$ cat src/rtl/mdio_pkg.sv
package mdio_pkg;

  localparam int unsigned SYNC_SLOTS   = 33;
  localparam int unsigned RD_TX_BITS   = 16;
  localparam int unsigned WR_TX_BITS   = 32;
  localparam int unsigned RD_RX_SLOTS  = 19;
  localparam int unsigned WR_RX_SLOTS  = 2;
  localparam int unsigned RX_KEEP_LO   = 2;
  localparam int unsigned RX_KEEP_HI   = 17;
  localparam int unsigned IDX_W        = 6;

  typedef enum logic [2:0] {
    ST_IDLE,
    ST_SYNC,
    ST_TX,
    ST_RX,
    ST_FIN
  } seq_state_e;

  // Read header, left aligned into a 32-bit shift word.
  function automatic logic [31:0] rd_frame_word(input logic [4:0] phy,
                                                input logic [4:0] regad);
    return {2'b11, 2'b01, 2'b10, phy, regad, 16'h0000};
  endfunction

  // Full write word: start, opcode, addresses, turnaround, data.
  function automatic logic [31:0] wr_frame_word(input logic [4:0] phy,
                                                input logic [4:0] regad,
                                                input logic [15:0] data);
    return {2'b01, 2'b01, phy, regad, 2'b10, data};
  endfunction

  // System cycles per MDC half period, rounded up so MDC never runs fast.
  function automatic int unsigned mdc_half_cycles(input int unsigned sys_hz,
                                                  input int unsigned max_hz);
    int unsigned h;
    h = (sys_hz + 2 * max_hz - 1) / (2 * max_hz);
    return (h == 0) ? 1 : h;
  endfunction

  // Released-slot index that carries a result bit.
  function automatic logic rx_slot_kept(input logic [IDX_W-1:0] idx);
    return (idx >= IDX_W'(RX_KEEP_LO)) && (idx <= IDX_W'(RX_KEEP_HI));
  endfunction

endpackage

$ cat src/rtl/mdio_mdc_timer.sv
module mdio_mdc_timer #(
  parameter int unsigned HALF = 5
) (
  input  logic clk,
  input  logic rst_n,
  input  logic run,
  output logic mdc,
  output logic sample_tick,
  output logic slot_end
);
  localparam int unsigned SLOT = 2 * HALF;
  localparam int PH_W = (SLOT > 1) ? $clog2(SLOT) : 1;
  localparam logic [PH_W-1:0] PH_SAMPLE = PH_W'(HALF - 1);
  localparam logic [PH_W-1:0] PH_LAST   = PH_W'(SLOT - 1);

  logic [PH_W-1:0] phase;
  logic            mdc_q;

  always_ff @(posedge clk or negedge rst_n) begin
    if (!rst_n) begin
      phase <= '0;
      mdc_q <= 1'b0;
    end else if (!run) begin
      phase <= '0;
      mdc_q <= 1'b0;
    end else begin
      phase <= (phase == PH_LAST) ? '0 : phase + 1'b1;
      if (phase == PH_SAMPLE)
        mdc_q <= 1'b1;
      else if (phase == PH_LAST)
        mdc_q <= 1'b0;
    end
  end

  assign mdc         = mdc_q;
  assign sample_tick = run && (phase == PH_SAMPLE);
  assign slot_end    = run && (phase == PH_LAST);

endmodule

$ cat src/rtl/mdio_frame_seq.sv
module mdio_frame_seq
  import mdio_pkg::*;
(
  input  logic             clk,
  input  logic             rst_n,
  input  logic             go,
  input  logic             reject,
  input  logic             rd_in,
  input  logic [31:0]      frame_in,
  input  logic             slot_end,
  output seq_state_e       state,
  output logic [IDX_W-1:0] slot_idx,
  output logic             rd_mode,
  output logic             mdio_out,
  output logic             mdio_oe,
  output logic             frame_end
);
  logic [31:0]      shreg;
  logic [IDX_W-1:0] tx_last;
  logic [IDX_W-1:0] rx_last;

  assign tx_last   = rd_mode ? IDX_W'(RD_TX_BITS - 1) : IDX_W'(WR_TX_BITS - 1);
  assign rx_last   = rd_mode ? IDX_W'(RD_RX_SLOTS - 1) : IDX_W'(WR_RX_SLOTS - 1);
  assign frame_end = (state == ST_RX) && slot_end && (slot_idx == rx_last);

  always_ff @(posedge clk or negedge rst_n) begin
    if (!rst_n) begin
      state    <= ST_IDLE;
      slot_idx <= '0;
      rd_mode  <= 1'b0;
      shreg    <= '0;
      mdio_out <= 1'b0;
      mdio_oe  <= 1'b0;
    end else begin
      case (state)
        ST_IDLE: begin
          if (go) begin
            state    <= ST_SYNC;
            slot_idx <= '0;
            rd_mode  <= rd_in;
            shreg    <= frame_in;
            mdio_out <= 1'b1;
            mdio_oe  <= 1'b1;
          end else if (reject) begin
            state   <= ST_FIN;
            rd_mode <= rd_in;
          end
        end
        ST_SYNC: begin
          if (slot_end) begin
            if (slot_idx == IDX_W'(SYNC_SLOTS - 1)) begin
              state    <= ST_TX;
              slot_idx <= '0;
              mdio_out <= shreg[31];
            end else begin
              slot_idx <= slot_idx + 1'b1;
            end
          end
        end
        ST_TX: begin
          if (slot_end) begin
            shreg <= {shreg[30:0], 1'b0};
            if (slot_idx == tx_last) begin
              state    <= ST_RX;
              slot_idx <= '0;
              mdio_out <= 1'b0;
              mdio_oe  <= 1'b0;
            end else begin
              slot_idx <= slot_idx + 1'b1;
              mdio_out <= shreg[30];
            end
          end
        end
        ST_RX: begin
          if (slot_end) begin
            if (slot_idx == rx_last)
              state <= ST_FIN;
            else
              slot_idx <= slot_idx + 1'b1;
          end
        end
        ST_FIN:  state <= ST_IDLE;
        default: state <= ST_IDLE;
      endcase
    end
  end

endmodule

$ cat src/rtl/mdio_rx_capture.sv
module mdio_rx_capture
  import mdio_pkg::*;
(
  input  logic             clk,
  input  logic             rst_n,
  input  logic             sample_tick,
  input  logic             in_rx,
  input  logic [IDX_W-1:0] slot_idx,
  input  logic             mdio_in,
  input  logic             commit,
  input  logic             load_ones,
  output logic [15:0]      rdata
);
  logic [15:0] acc;
  logic        take_bit;

  assign take_bit = in_rx && sample_tick && rx_slot_kept(slot_idx);

  always_ff @(posedge clk or negedge rst_n) begin
    if (!rst_n) begin
      acc   <= '0;
      rdata <= '0;
    end else begin
      if (take_bit)
        acc <= {acc[14:0], mdio_in};
      if (load_ones)
        rdata <= 16'hFFFF;
      else if (commit)
        rdata <= acc;
    end
  end

endmodule

$ cat src/rtl/mdio_master.sv
module mdio_master
  import mdio_pkg::*;
#(
  parameter int unsigned SYS_CLK_HZ = 25_000_000,
  parameter int unsigned MDC_MAX_HZ = 2_500_000,
  parameter int unsigned REG_ADDR_W = 6
) (
  input  logic                  clk,
  input  logic                  rst_n,
  input  logic                  req_start,
  input  logic                  req_write,
  input  logic [4:0]            req_phy,
  input  logic [REG_ADDR_W-1:0] req_reg,
  input  logic [15:0]           req_wdata,
  output logic [15:0]           rsp_rdata,
  output logic                  rsp_busy,
  output logic                  rsp_done,
  output logic                  mdc,
  output logic                  mdio_out,
  output logic                  mdio_oe,
  input  logic                  mdio_in
);
  localparam int unsigned MDC_HALF = mdc_half_cycles(SYS_CLK_HZ, MDC_MAX_HZ);

  seq_state_e       state;
  logic [IDX_W-1:0] slot_idx;
  logic             rd_mode;
  logic             frame_end;
  logic             sample_tick;
  logic             slot_end;
  logic             reg_ok;
  logic [31:0]      frame_word;

  // Named events for the checker.
  logic accept;
  logic go;
  logic reject;
  logic run;
  logic in_rx;
  logic commit;
  logic load_ones;

  generate
    if (REG_ADDR_W > 5) begin : g_wide_reg
      assign reg_ok = ~|req_reg[REG_ADDR_W-1:5];
    end else begin : g_narrow_reg
      assign reg_ok = 1'b1;
    end
  endgenerate

  assign frame_word = req_write ? wr_frame_word(req_phy, req_reg[4:0], req_wdata)
                                : rd_frame_word(req_phy, req_reg[4:0]);

  assign accept    = req_start && (state == ST_IDLE);
  assign go        = accept && reg_ok;
  assign reject    = accept && !reg_ok;
  assign run       = (state == ST_SYNC) || (state == ST_TX) || (state == ST_RX);
  assign in_rx     = (state == ST_RX);
  assign commit    = frame_end && rd_mode;
  assign load_ones = reject && !req_write;

  mdio_mdc_timer #(.HALF(MDC_HALF)) u_timer (
    .clk         (clk),
    .rst_n       (rst_n),
    .run         (run),
    .mdc         (mdc),
    .sample_tick (sample_tick),
    .slot_end    (slot_end)
  );

  mdio_frame_seq u_seq (
    .clk       (clk),
    .rst_n     (rst_n),
    .go        (go),
    .reject    (reject),
    .rd_in     (!req_write),
    .frame_in  (frame_word),
    .slot_end  (slot_end),
    .state     (state),
    .slot_idx  (slot_idx),
    .rd_mode   (rd_mode),
    .mdio_out  (mdio_out),
    .mdio_oe   (mdio_oe),
    .frame_end (frame_end)
  );

  mdio_rx_capture u_cap (
    .clk         (clk),
    .rst_n       (rst_n),
    .sample_tick (sample_tick),
    .in_rx       (in_rx),
    .slot_idx    (slot_idx),
    .mdio_in     (mdio_in),
    .commit      (commit),
    .load_ones   (load_ones),
    .rdata       (rsp_rdata)
  );

  assign rsp_busy = (state != ST_IDLE);
  assign rsp_done = (state == ST_FIN);

endmodule

$ cat config.mk
export PLATFORM = sky130hd
export DESIGN_NAME = mdio_master
export DESIGN_NICKNAME = d
export VERILOG_FILES = /design/src/rtl/mdio_pkg.sv /design/src/rtl/mdio_mdc_timer.sv /design/src/rtl/mdio_frame_seq.sv /design/src/rtl/mdio_rx_capture.sv /design/src/rtl/mdio_master.sv
export SDC_FILE = /design/constraint.sdc
export NUM_CORES = 1
export LEC_CHECK = 0
export BUFFER_PORTS_ARGS = -buffer_cell sky130_fd_sc_hd__buf_2
export CAP_MARGIN = 20
export CORE_MARGIN = 4
export CORE_UTILIZATION = 45
export DETAILED_ROUTE_END_ITERATION = 12
export PLACE_DENSITY_LB_ADDON = 0.25
export SETUP_SLACK_MARGIN = 0.3
export SYNTH_ARGS = -nofsm -noshare
export SYNTH_HDL_FRONTEND = slang
export SYNTH_SLANG_ARGS = --single-unit
$ cat constraint.sdc
create_clock -name clk -period 4.2 [get_ports clk]
set_input_delay 0.42 -clock clk [delete_from_list [all_inputs] [get_ports clk]]
set_output_delay 0.42 -clock clk [all_outputs]
set_load 0.005 [all_outputs]
==> impl_metrics.tcl <==
set metrics [dict create \
    status "completed" \
    io_buffer_count 52 \
    rsz0062_at_grt "false" \
    p_per_area_nw_per_um2 478 \
    final_cell_mix "dfrtp_1, nand3_1, buf_2" \
    final_max_slew_viol_count 0 \
    synthCells 424 \
    wl_per_cell_um 15.0 \
    yosys.area.top_type "dfrtp_1" \
    postCtsSetupBuffers 0 \
    clock_skew_ns 0.0154 \
    synth.distinct_cells 59 \
    critical_path_required_ns 4.46 \
    fmax_mhz 436 \
    dr.pass1.iters 5 \
    cts_sinks 81 \
    dieArea_um2 10800 \
    hold_path_end "u_cap.acc[0]" \
    ir_drop_mv 0.251 \
    finalHoldViolCount 0 \
    ant_nets 0 \
    dieHeight_um 104 \
    hold_start "mdio_in" \
    drive_above_1_share_pct 21.0 \
    wl_met1_mm 3.97 \
    nNetsFinal 501 \
    grt_start_max_net_pins 82 \
    syn_area_per_cell_um2 9.78 \
    drc_errors 0 \
    crit_start "u_seq.state[1]" \
    met2_length_mm 4.14 \
    cts_buffer_depth 2 \
    layout_commonest_cell "dfrtp_1" \
    worstRegToRegCells 5 \
    wl_met3_um 391 \
    rows 34 \
    synth_top_area_share_pct 48.9 \
    hpwl_mm 5.78 \
    setup_violations 0 \
    hold_path_depth 2 \
    timing.rr.start "u_seq.state[1]" \
    hold_ws_ns 0.309 \
    post_cts_resized 0 \
    post_dp_cell_area_um2 4390 \
    diodes 0 \
    root_buffer "clkbuf_8" \
    htreeDepth 3 \
    coreArea_um2 8850 \
    crit_fanout 38 \
    num_vias 3191 \
    die_w_um 104 \
    initial_core_util_pct 46.8 \
    io_pins 53 \
    fin_setup_tns_ns 0 \
    async_flop_share_pct 100 \
    clock_latency_ns 0.35 \
    ys_warn_count 0 \
    yosys_most_used_dff "dfrtp_1" \
    ff2ff_setup_slack_ns 1.91 \
    hp-class "primary input to flop" \
    totalWireLength_mm 8.61 \
    finalCritPeriodShare_pct 54.6 \
    fin_ws_ns 1.91 \
    cts_hold_buffers 0 \
    path_clk_slew_ns 0.08 \
    cts_tree "yes" \
    reg2reg_to "u_seq.shreg[8]" \
    grt_usage_pct 17.0 \
    ys_seq_elements 81 \
    seq_area_frac_synth_pct 48.9 \
    dpl_worst_slack_ns 1.92 \
    antenna_found_initial 0 \
    cp-end-kind "flop" \
    drtIter0Drc 275 \
    routed.top_layer "met4" \
    cp.arrival_ns 2.55 \
    syn_nets 464 \
    maxCapViolCount 0 \
    path_class "flop to flop" \
    grt-ovfl-total 0 \
    area_growth_pct 11.6 \
    startpoint_type "flop" \
    finalInstanceArea_um2 4630 \
    cts_buffers 9 \
    grt_pass1_wl_mm 15.2 \
    routed_via_density 5.56 \
    synthTopCellsByArea "dfrtp_1, nand3_1, nor2_1, o21ai_0, mux2_4" \
    syn_area_um2 4150 \
    gp_congestion 0.866 \
    slew_headroom_pct 34.7 \
    finalPower_mw 2.21 \
    tightestPinTransition_ns 0.980 \
    power_leakage_nw 1.95 \
    synth_edf_count 0 \
    grt_pass1_vias 3157 \
    post-route-min-period_ns 2.29 \
]
==> kinds of logic after synthesis <==
family / share of synthesized area, %
AND/OR/NAND/NOR: 20.8
AO/OA/AOI/OAI: 13.5
flip-flops: 48.9
buffers and inverters: 5.49
multiplexers: 8.21
adder cells (fa/ha/maj): 2.41
XOR/XNOR: 0.634
==> critical path, cell delays in order, from the launching register on <==
cell	delay, ns
dfrtp_1	0.67
or3b_1	0.74
o22ai_2	0.21
buf_4	0.35
nor2_1	0.07
a31oi_1	0.15
==> cells in the mapped netlist, types with 2 or more instances <==
cell and count:
o22ai_1 2, a31oi_1 18, o211ai_1 7, nand3b_1 3, nor2_1 43, mux2i_1 10, ha_1 8, xnor2_1 2
nor3_1 7, o21a_1 2, or3_1 2, o31ai_1 2, mux2_2 7, clkbuf_1 13, and2_1 2, nand2_1 37
o21ai_1 3, o21ai_0 32, and3_1 2, buf_6 4, dfrtp_1 81, o221ai_1 2, nor2b_1 2, a211oi_1 2
and3b_1 3, mux2_4 10, inv_1 12, a21oi_1 11, buf_2 9, nand3_1 56, buf_4 2
==> power by group <==
group / switching, mW / total (mW) / internal [mW]
clock: 0.289 / 0.556 / 0.268
sequential: 0.170 / 1.12 / 0.954
combinational: 0.300 / 0.531 / 0.231
==> state kept, by name (all words and copies together), names as in the netlist <==
name,count
u_timer.phase,4
u_seq.rd_mode,1
u_seq.slot_idx,6
u_seq.mdio_oe,1
u_seq.state,3
u_seq.mdio_out,1
u_seq.shreg,32
u_timer.mdc,1
u_cap.rdata,16
u_cap.acc,16
==> layer usage <==
metal	GRT usage (%)	up-vias
li1	-	1581
met1	21.8	1533
met2	27.8	65
met3	4.66	12
met4	5.60	0
met5	0	-
==> how the worst max path moves through the flow <==
stage and to:
4_1_cts u_seq.shreg[11], 5_1_grt u_seq.shreg[10], 6_report u_seq.shreg[8], 2_1_floorplan u_cap.acc[10], 3_5_place_dp u_seq.shreg[11], 3_3_place_gp u_seq.shreg[5]
==> cell type report <==
class / instances / area (um^2)
clock buffers: 12 / 165
clock inverters: 4 / 33.8
fillers: 841 / 4220
inverters: 12 / 45.0
multi-input cells: 300 / 1900
flip-flops and latches: 81 / 2030
well taps: 108 / 135
repair buffers: 57 / 323
==> metrics by stage <==
step	utilization [%]	instances
after global routing	52.3	574
after global placement	49.6	556
after detailed placement	49.6	556
after floorplan	-	424
final	52.3	574
after CTS	51.9	572
Note: power is estimated with default switching activity, not from simulation.
